## src/rtl/dim_pkg.sv

```systemverilog
package dim_pkg;
  typedef enum logic [1:0] {
    MODE_SW_OFF = 2'd0,
    MODE_SW_ON  = 2'd1,
    MODE_PWM    = 2'd2,
    MODE_PWM_B  = 2'd3
  } ch_mode_e;
endpackage

```

## src/rtl/dim_tick_src.sv

```systemverilog
module dim_tick_src #(
  parameter int unsigned SYNC_STAGES = 2
) (
  input  logic clk_i,
  input  logic rst_ni,
  input  logic osc_tick_i,
  input  logic ext_clk_i,
  input  logic src_sel_i,
  output logic tick_o
);
  // stage SYNC_STAGES holds the previous synchronized level for edge detect
  logic [SYNC_STAGES:0] pipe_q;
  logic                 ext_rise;

  always_ff @(posedge clk_i or negedge rst_ni) begin
    if (!rst_ni) pipe_q <= '0;
    else         pipe_q <= {pipe_q[SYNC_STAGES-1:0], ext_clk_i};
  end

  assign ext_rise = pipe_q[SYNC_STAGES-1] & ~pipe_q[SYNC_STAGES];
  assign tick_o   = src_sel_i ? ext_rise : osc_tick_i;
endmodule

```

## src/rtl/dim_ctrl_sel.sv

```systemverilog
module dim_ctrl_sel #(
  parameter int unsigned NUM_CH       = 8,
  parameter bit          GRP_RST_ONES = 1'b1
) (
  input  logic              clk_i,
  input  logic              rst_ni,
  input  logic              clr_i,
  input  logic              grp_we_i,
  input  logic [NUM_CH-1:0] grp_wdata_i,
  input  logic [NUM_CH-1:0] ch_we_i,
  output logic [NUM_CH-1:0] grp_q_o,
  output logic [NUM_CH-1:0] use_ch_o
);
  localparam logic [NUM_CH-1:0] GRP_RST = {NUM_CH{GRP_RST_ONES}};

  always_ff @(posedge clk_i or negedge rst_ni) begin
    if (!rst_ni)       grp_q_o <= GRP_RST;
    else if (clr_i)    grp_q_o <= GRP_RST;
    else if (grp_we_i) grp_q_o <= grp_wdata_i;
  end

  // last writer owns the channel; a channel write beats a same-cycle group write
  for (genvar k = 0; k < NUM_CH; k++) begin : g_own
    always_ff @(posedge clk_i or negedge rst_ni) begin
      if (!rst_ni)         use_ch_o[k] <= 1'b0;
      else if (clr_i)      use_ch_o[k] <= 1'b0;
      else if (ch_we_i[k]) use_ch_o[k] <= 1'b1;
      else if (grp_we_i)   use_ch_o[k] <= 1'b0;
    end
  end
endmodule

```

## src/rtl/dim_channel.sv

```systemverilog
module dim_channel
  import dim_pkg::*;
#(
  parameter int unsigned CH_IDX = 0,
  parameter int unsigned NUM_CH = 8,
  parameter int unsigned VAL_W  = 8,
  parameter int unsigned STEP_W = 3
) (
  input  logic                    clk_i,
  input  logic                    rst_ni,
  input  logic                    clr_i,
  input  logic                    tick_i,
  input  logic                    we_i,
  input  logic [1:0]              mode_i,
  input  logic [VAL_W-1:0]        val_i,
  input  logic                    use_ch_i,
  input  logic                    grp_bit_i,
  output logic                    sw_on_o,
  output logic [VAL_W+STEP_W-1:0] cnt_o
);
  localparam int unsigned CNT_W   = VAL_W + STEP_W;
  localparam int unsigned CYC     = 1 << CNT_W;
  localparam int unsigned PHASE   = CYC / NUM_CH;
  localparam int unsigned RST_CNT = (CYC - CH_IDX * PHASE) % CYC;
  localparam logic [CNT_W-1:0] CNT_INIT = CNT_W'(RST_CNT);

  ch_mode_e         mode_q;
  logic [VAL_W-1:0] val_q, act_q;
  logic [CNT_W-1:0] cnt_q;
  logic             wrap, pwm_on;

  assign wrap = tick_i & (cnt_q == '1);

  always_ff @(posedge clk_i or negedge rst_ni) begin
    if (!rst_ni) begin
      mode_q <= MODE_SW_OFF;
      val_q  <= '0;
      act_q  <= '0;
      cnt_q  <= CNT_INIT;
    end else if (clr_i) begin
      mode_q <= MODE_SW_OFF;
      val_q  <= '0;
      act_q  <= '0;
      cnt_q  <= CNT_INIT;
    end else begin
      if (we_i) begin
        mode_q <= ch_mode_e'(mode_i);
        val_q  <= val_i;
      end
      if (tick_i) cnt_q <= cnt_q + 1'b1;
      // value takes effect only at the cycle boundary
      if (wrap) act_q <= val_q;
    end
  end

  // LED lit while counter is below value*8
  assign pwm_on = cnt_q >= {act_q, {STEP_W{1'b0}}};

  always_comb begin
    if (!use_ch_i) sw_on_o = ~grp_bit_i;
    else begin
      unique case (mode_q)
        MODE_SW_OFF: sw_on_o = 1'b0;
        MODE_SW_ON:  sw_on_o = 1'b1;
        default:     sw_on_o = pwm_on;
      endcase
    end
  end

  assign cnt_o = cnt_q;
endmodule

```

## src/rtl/stagger_dimmer.sv

```systemverilog
module stagger_dimmer #(
  parameter int unsigned NUM_CH       = 8,
  parameter int unsigned VAL_W        = 8,
  parameter int unsigned STEP_W       = 3,
  parameter int unsigned SYNC_STAGES  = 2,
  parameter bit          GRP_RST_ONES = 1'b1
) (
  input  logic              clk_i,
  input  logic              rst_ni,
  input  logic              en_i,
  input  logic              osc_tick_i,
  input  logic              ext_clk_i,
  input  logic              src_sel_i,
  input  logic              grp_we_i,
  input  logic [NUM_CH-1:0] grp_wdata_i,
  input  logic [NUM_CH-1:0] ch_we_i,
  input  logic [1:0]        ch_mode_i,
  input  logic [VAL_W-1:0]  ch_val_i,
  output logic [NUM_CH-1:0] sw_on_o
);
  localparam int unsigned CNT_W = VAL_W + STEP_W;

  logic                         tick, clr;
  logic [NUM_CH-1:0]            grp_q, use_ch, ch_sw;
  logic [NUM_CH-1:0][CNT_W-1:0] cnt_all;

  assign clr = ~en_i;

  dim_tick_src #(.SYNC_STAGES(SYNC_STAGES)) u_tick (
    .clk_i      (clk_i),
    .rst_ni     (rst_ni),
    .osc_tick_i (osc_tick_i),
    .ext_clk_i  (ext_clk_i),
    .src_sel_i  (src_sel_i),
    .tick_o     (tick)
  );

  dim_ctrl_sel #(.NUM_CH(NUM_CH), .GRP_RST_ONES(GRP_RST_ONES)) u_sel (
    .clk_i       (clk_i),
    .rst_ni      (rst_ni),
    .clr_i       (clr),
    .grp_we_i    (grp_we_i),
    .grp_wdata_i (grp_wdata_i),
    .ch_we_i     (ch_we_i),
    .grp_q_o     (grp_q),
    .use_ch_o    (use_ch)
  );

  for (genvar i = 0; i < NUM_CH; i++) begin : g_ch
    dim_channel #(
      .CH_IDX (i),
      .NUM_CH (NUM_CH),
      .VAL_W  (VAL_W),
      .STEP_W (STEP_W)
    ) u_ch (
      .clk_i     (clk_i),
      .rst_ni    (rst_ni),
      .clr_i     (clr),
      .tick_i    (tick),
      .we_i      (ch_we_i[i]),
      .mode_i    (ch_mode_i),
      .val_i     (ch_val_i),
      .use_ch_i  (use_ch[i]),
      .grp_bit_i (grp_q[i]),
      .sw_on_o   (ch_sw[i]),
      .cnt_o     (cnt_all[i])
    );
  end

  assign sw_on_o = ch_sw & {NUM_CH{en_i}};
endmodule

```

## config.mk

```make
export PLATFORM = sky130hd
export DESIGN_NAME = stagger_dimmer
export DESIGN_NICKNAME = d
export VERILOG_FILES = /design/src/rtl/dim_pkg.sv /design/src/rtl/dim_tick_src.sv /design/src/rtl/dim_ctrl_sel.sv /design/src/rtl/dim_channel.sv /design/src/rtl/stagger_dimmer.sv
export SDC_FILE = /design/constraint.sdc
export NUM_CORES = 1
export LEC_CHECK = 0
export CAP_MARGIN = 20
export CORE_ASPECT_RATIO = 0.9
export CORE_MARGIN = 2
export CORE_UTILIZATION = 39
export DETAILED_ROUTE_END_ITERATION = 10
export DONT_BUFFER_PORTS = 1
export PLACE_DENSITY = 0.51
export SYNTH_ARGS = -nofsm -noshare
export SYNTH_HDL_FRONTEND = slang
export SYNTH_SLANG_ARGS = --single-unit
export TNS_END_PERCENT = 1
```

## constraint.sdc

```tcl
create_clock -name clk_i -period 3.4 [get_ports clk_i]
set_clock_uncertainty 0.2 [all_clocks]
set_input_delay 0.51 -clock clk_i [delete_from_list [all_inputs] [get_ports clk_i]]
set_output_delay 0.51 -clock clk_i [all_outputs]
set_load 0.05 [all_outputs]
```

==> metrics.yaml <==
status:
  status: "complete, but fails checks"
  violations: "hold timing"
setup_path:
  critPathTopFamily: "compound AO/OA/AOI/OAI gates"
  arrival_ns: 2.38
  crit_required_ns: 2.69
  setup.worst_path.end_class: "primary output"
  reg2reg_setup_slack_ns: 0.43
  cp_slowest_cell: "dfrtp_1"
  critical_path_class: "flop to primary output"
  cp-start-kind: "flop"
  cp.buffers_inverters: 2
  critical-path-max-stage-delay_ns: 0.40
  crit_fanout: 6
  crit_chain: "inv_1 > ha_1 > and4b_1 > o311a_1 > a211oi_1 > o21ai_1 > buf_4"
routing:
  antenna_left: 0
  drt_iter0_markers: 482
  drc: 0
  vias: 9825
  wl_per_cell_um: 17.1
  dr.pass1.iters: 7
  wl_um: 33200
  avgViaCountPerCell: 5.06
timing:
  finalSetupTns_ns: 0
  worstMarginPinSlew_ns: 0.842
  fin_hold_ws_ns: -0.536
  maxSlewHeadroom: 0.438
  max_freq_mhz: 323
  rsz0062_at_grt: "no"
  setup_viol: 0
  min_period_over_period: 0.910
  min_period_ns: 3.09
  finalHoldViolCount: 246
  slew_violations: 0
floorplan:
  die_x_um: 201
  dieArea_mm2: 0.0366
  die_h_um: 182
  boundaryPins: 41
  core-area_mm2: 0.0348
  rows: 65
  initial_utilization: 0.393
yosys:
  synth_edf_count: 0
  syn_nets: 1457
  synth_top_flop_cell: "dfrtp_1"
  netlist_instances: 1344
  ys_seq_area_frac: 0.461
  synth_top_area_frac: 0.423
  synth_top_area_cell: "dfrtp_1"
  netlist_area_mm2: 0.0137
  ys_types: 45
  synth_warnings: 0
  synthTopCellsByArea: "dfrtp_1 42%, mux2i_1 11%, ha_1 7.3%, nand2_1 5.0%, nor2b_1 4.9%"
  ys_ff_latch: 251
  ys_async_sr_fraction: 1.00
  syn_area_per_cell_um2: 10.2
finish:
  final_util: 0.473
  layout_common_cells: "231 x dfrtp_1, 181 x nand2_1, 155 x mux2i_1"
  diodes: 0
  layout-drive-gt1-share: 0.0632
  area_delta_synth_final_pct: 20.4
  nets: 1561
  fin_cells: 1940
  final_common_cell: "dfrtp_1"
global_route:
  grt_remaining_overflow: 0
  grt_use_total: 0.184
  grt_pass1_wl_um: 54200
  grt_pass1_vias: 9911
  grt_start_max_net_pins: 252
  antenna_found_initial: 0
job:
  maxCapViolCount: 0
clock_network:
  cts.sinks: 251
  cts-buffers-inserted: 29
  cts_tree: "yes"
  post_cts.repair.setup_buffers: 0
  cts_hold_buffers: 131
  clk_pin_slew_worst_paths_ns: 0.06
  clockRootBuffer: "clkbuf_16"
  clk_latency_ns: 0.57
  cts_buffer_depth: 3
  h-tree-depth: 1
  cts_resized: 0
place:
  dp_hpwl_um: 18500
  place.gp.congestion: 0.757
  dp.cells: 1755
  port_buffers: 0
power_and_ir_drop:
  p_per_area_mw_per_mm2: 423
  ir_drop_uv: 401
  total_power_mw: 6.97
  cellLeakagePower_nw: 7.07
hold_path:
  hp-class: "primary input to async pin"
synth_stat cells, types with 5 or more instances:
| library cell | count |
|---|---|
| nor2b_1 | 107 |
| xor2_1 | 24 |
| clkbuf_1 | 43 |
| o21ai_0 | 41 |
| nand2b_1 | 7 |
| o21a_1 | 8 |
| mux2i_1 | 155 |
| nand3b_1 | 5 |
| nand3_1 | 32 |
| dfstp_2 | 20 |
| o2111ai_1 | 5 |
| or3_1 | 7 |
| and4_1 | 10 |
| nand2_1 | 181 |
| inv_1 | 103 |
| o211ai_1 | 8 |
| nand4_1 | 20 |
| dfrtp_1 | 231 |
| a2111oi_0 | 14 |
| and4b_1 | 8 |
| and2_1 | 55 |
| a211oi_1 | 25 |
| nor2_1 | 7 |
| ha_1 | 80 |
| buf_2 | 7 |
| buf_1 | 22 |
| a21boi_0 | 17 |
| xnor2_1 | 38 |
| a21oi_1 | 26 |
flip-flops by register name (all words and copies together), names as in the netlist:
register	cells
g_ch.u_ch.cnt_o	88
u_sel.use_ch_o	8
u_tick.pipe_q	3
g_ch.u_ch.act_q	64
u_sel.grp_q_o	8
g_ch.u_ch.val_q	64
g_ch.u_ch.mode_q	16
per-layer routing:
| layer | wire (um) | vias to the layer above | global-route usage |
|---|---|---|---|
| met1 | 16300 | 4883 | 0.261 |
| met4 | 643 | 0 | 0.0429 |
| met3 | 741 | 48 | 0.0244 |
| li1 | - | 4788 | - |
| met2 | 15500 | 106 | 0.301 |
| met5 | 0 | - | 0 |
cell type report:
type	instances	area, um2
Clock buffer	40	827
Clock inverter	14	199
Fill cell	3387	18300
Inverter	103	387
Multi-Input combinational cell	918	6710
Sequential cell	251	6310
Tap cell	469	587
Timing Repair Buffer	145	1450
stage by stage:
| stage | instance area, um2 | setup slack (ns) |
|---|---|---|
| 2_1_floorplan | 13700 | 0.537 |
| 3_3_place_gp | 14100 | 0.865 |
| 3_5_place_dp | 14100 | 0.852 |
| 4_1_cts | 16500 | 0.256 |
| 5_1_grt | 16500 | 0.140 |
| 6_report | 16500 | 0.307 |
logic make-up after synthesis:
group	Yosys count	synth area share
and+or+nand+nor	458	0.182
DFF	251	0.461
buffers and inverters	175	0.0487
AOI/OAI and AO/OA	163	0.0824
muxes	155	0.113
adders and majority gates	80	0.0732
xor gates and xnor gates	62	0.0397
worst reg2reg max path, cell delays in order, from the launching register on:
cell and delay (ns):
dfrtp_1 0.44, ha_1 0.23, nand4_1 0.26, a2111oi_4 0.86, mux2i_1 0.26, nor2b_1 0.06
dlygate4sd3_1 0.55
report_power, final:
group,leakage [nW],total (mW),switching (mW),internal (mW)
clock,0.513,3.36,1.29,2.07
combinational,3.20,0.461,0.238,0.223
sequential,3.36,3.14,0.0671,3.08
total,7.07,6.97,1.60,5.37
worst paths after layout:
path,endpoint,start,depth (start not counted)
worst max-delay path,sw_on_o[4],g_ch[4].u_ch.cnt_o[3],7
worst min-delay path,g_ch[4].u_ch.cnt_o[9],rst_ni,0
worst max register to register,g_ch[7].u_ch.act_q[7],g_ch[7].u_ch.cnt_o[0],6
worst min register to register,u_tick.pipe_q[1],u_tick.pipe_q[0],0
max in group asynchronous,g_ch[2].u_ch.act_q[6],rst_ni,0
min in group clk_i,u_tick.pipe_q[1],u_tick.pipe_q[0],0
(Power assumes the default switching activity.)
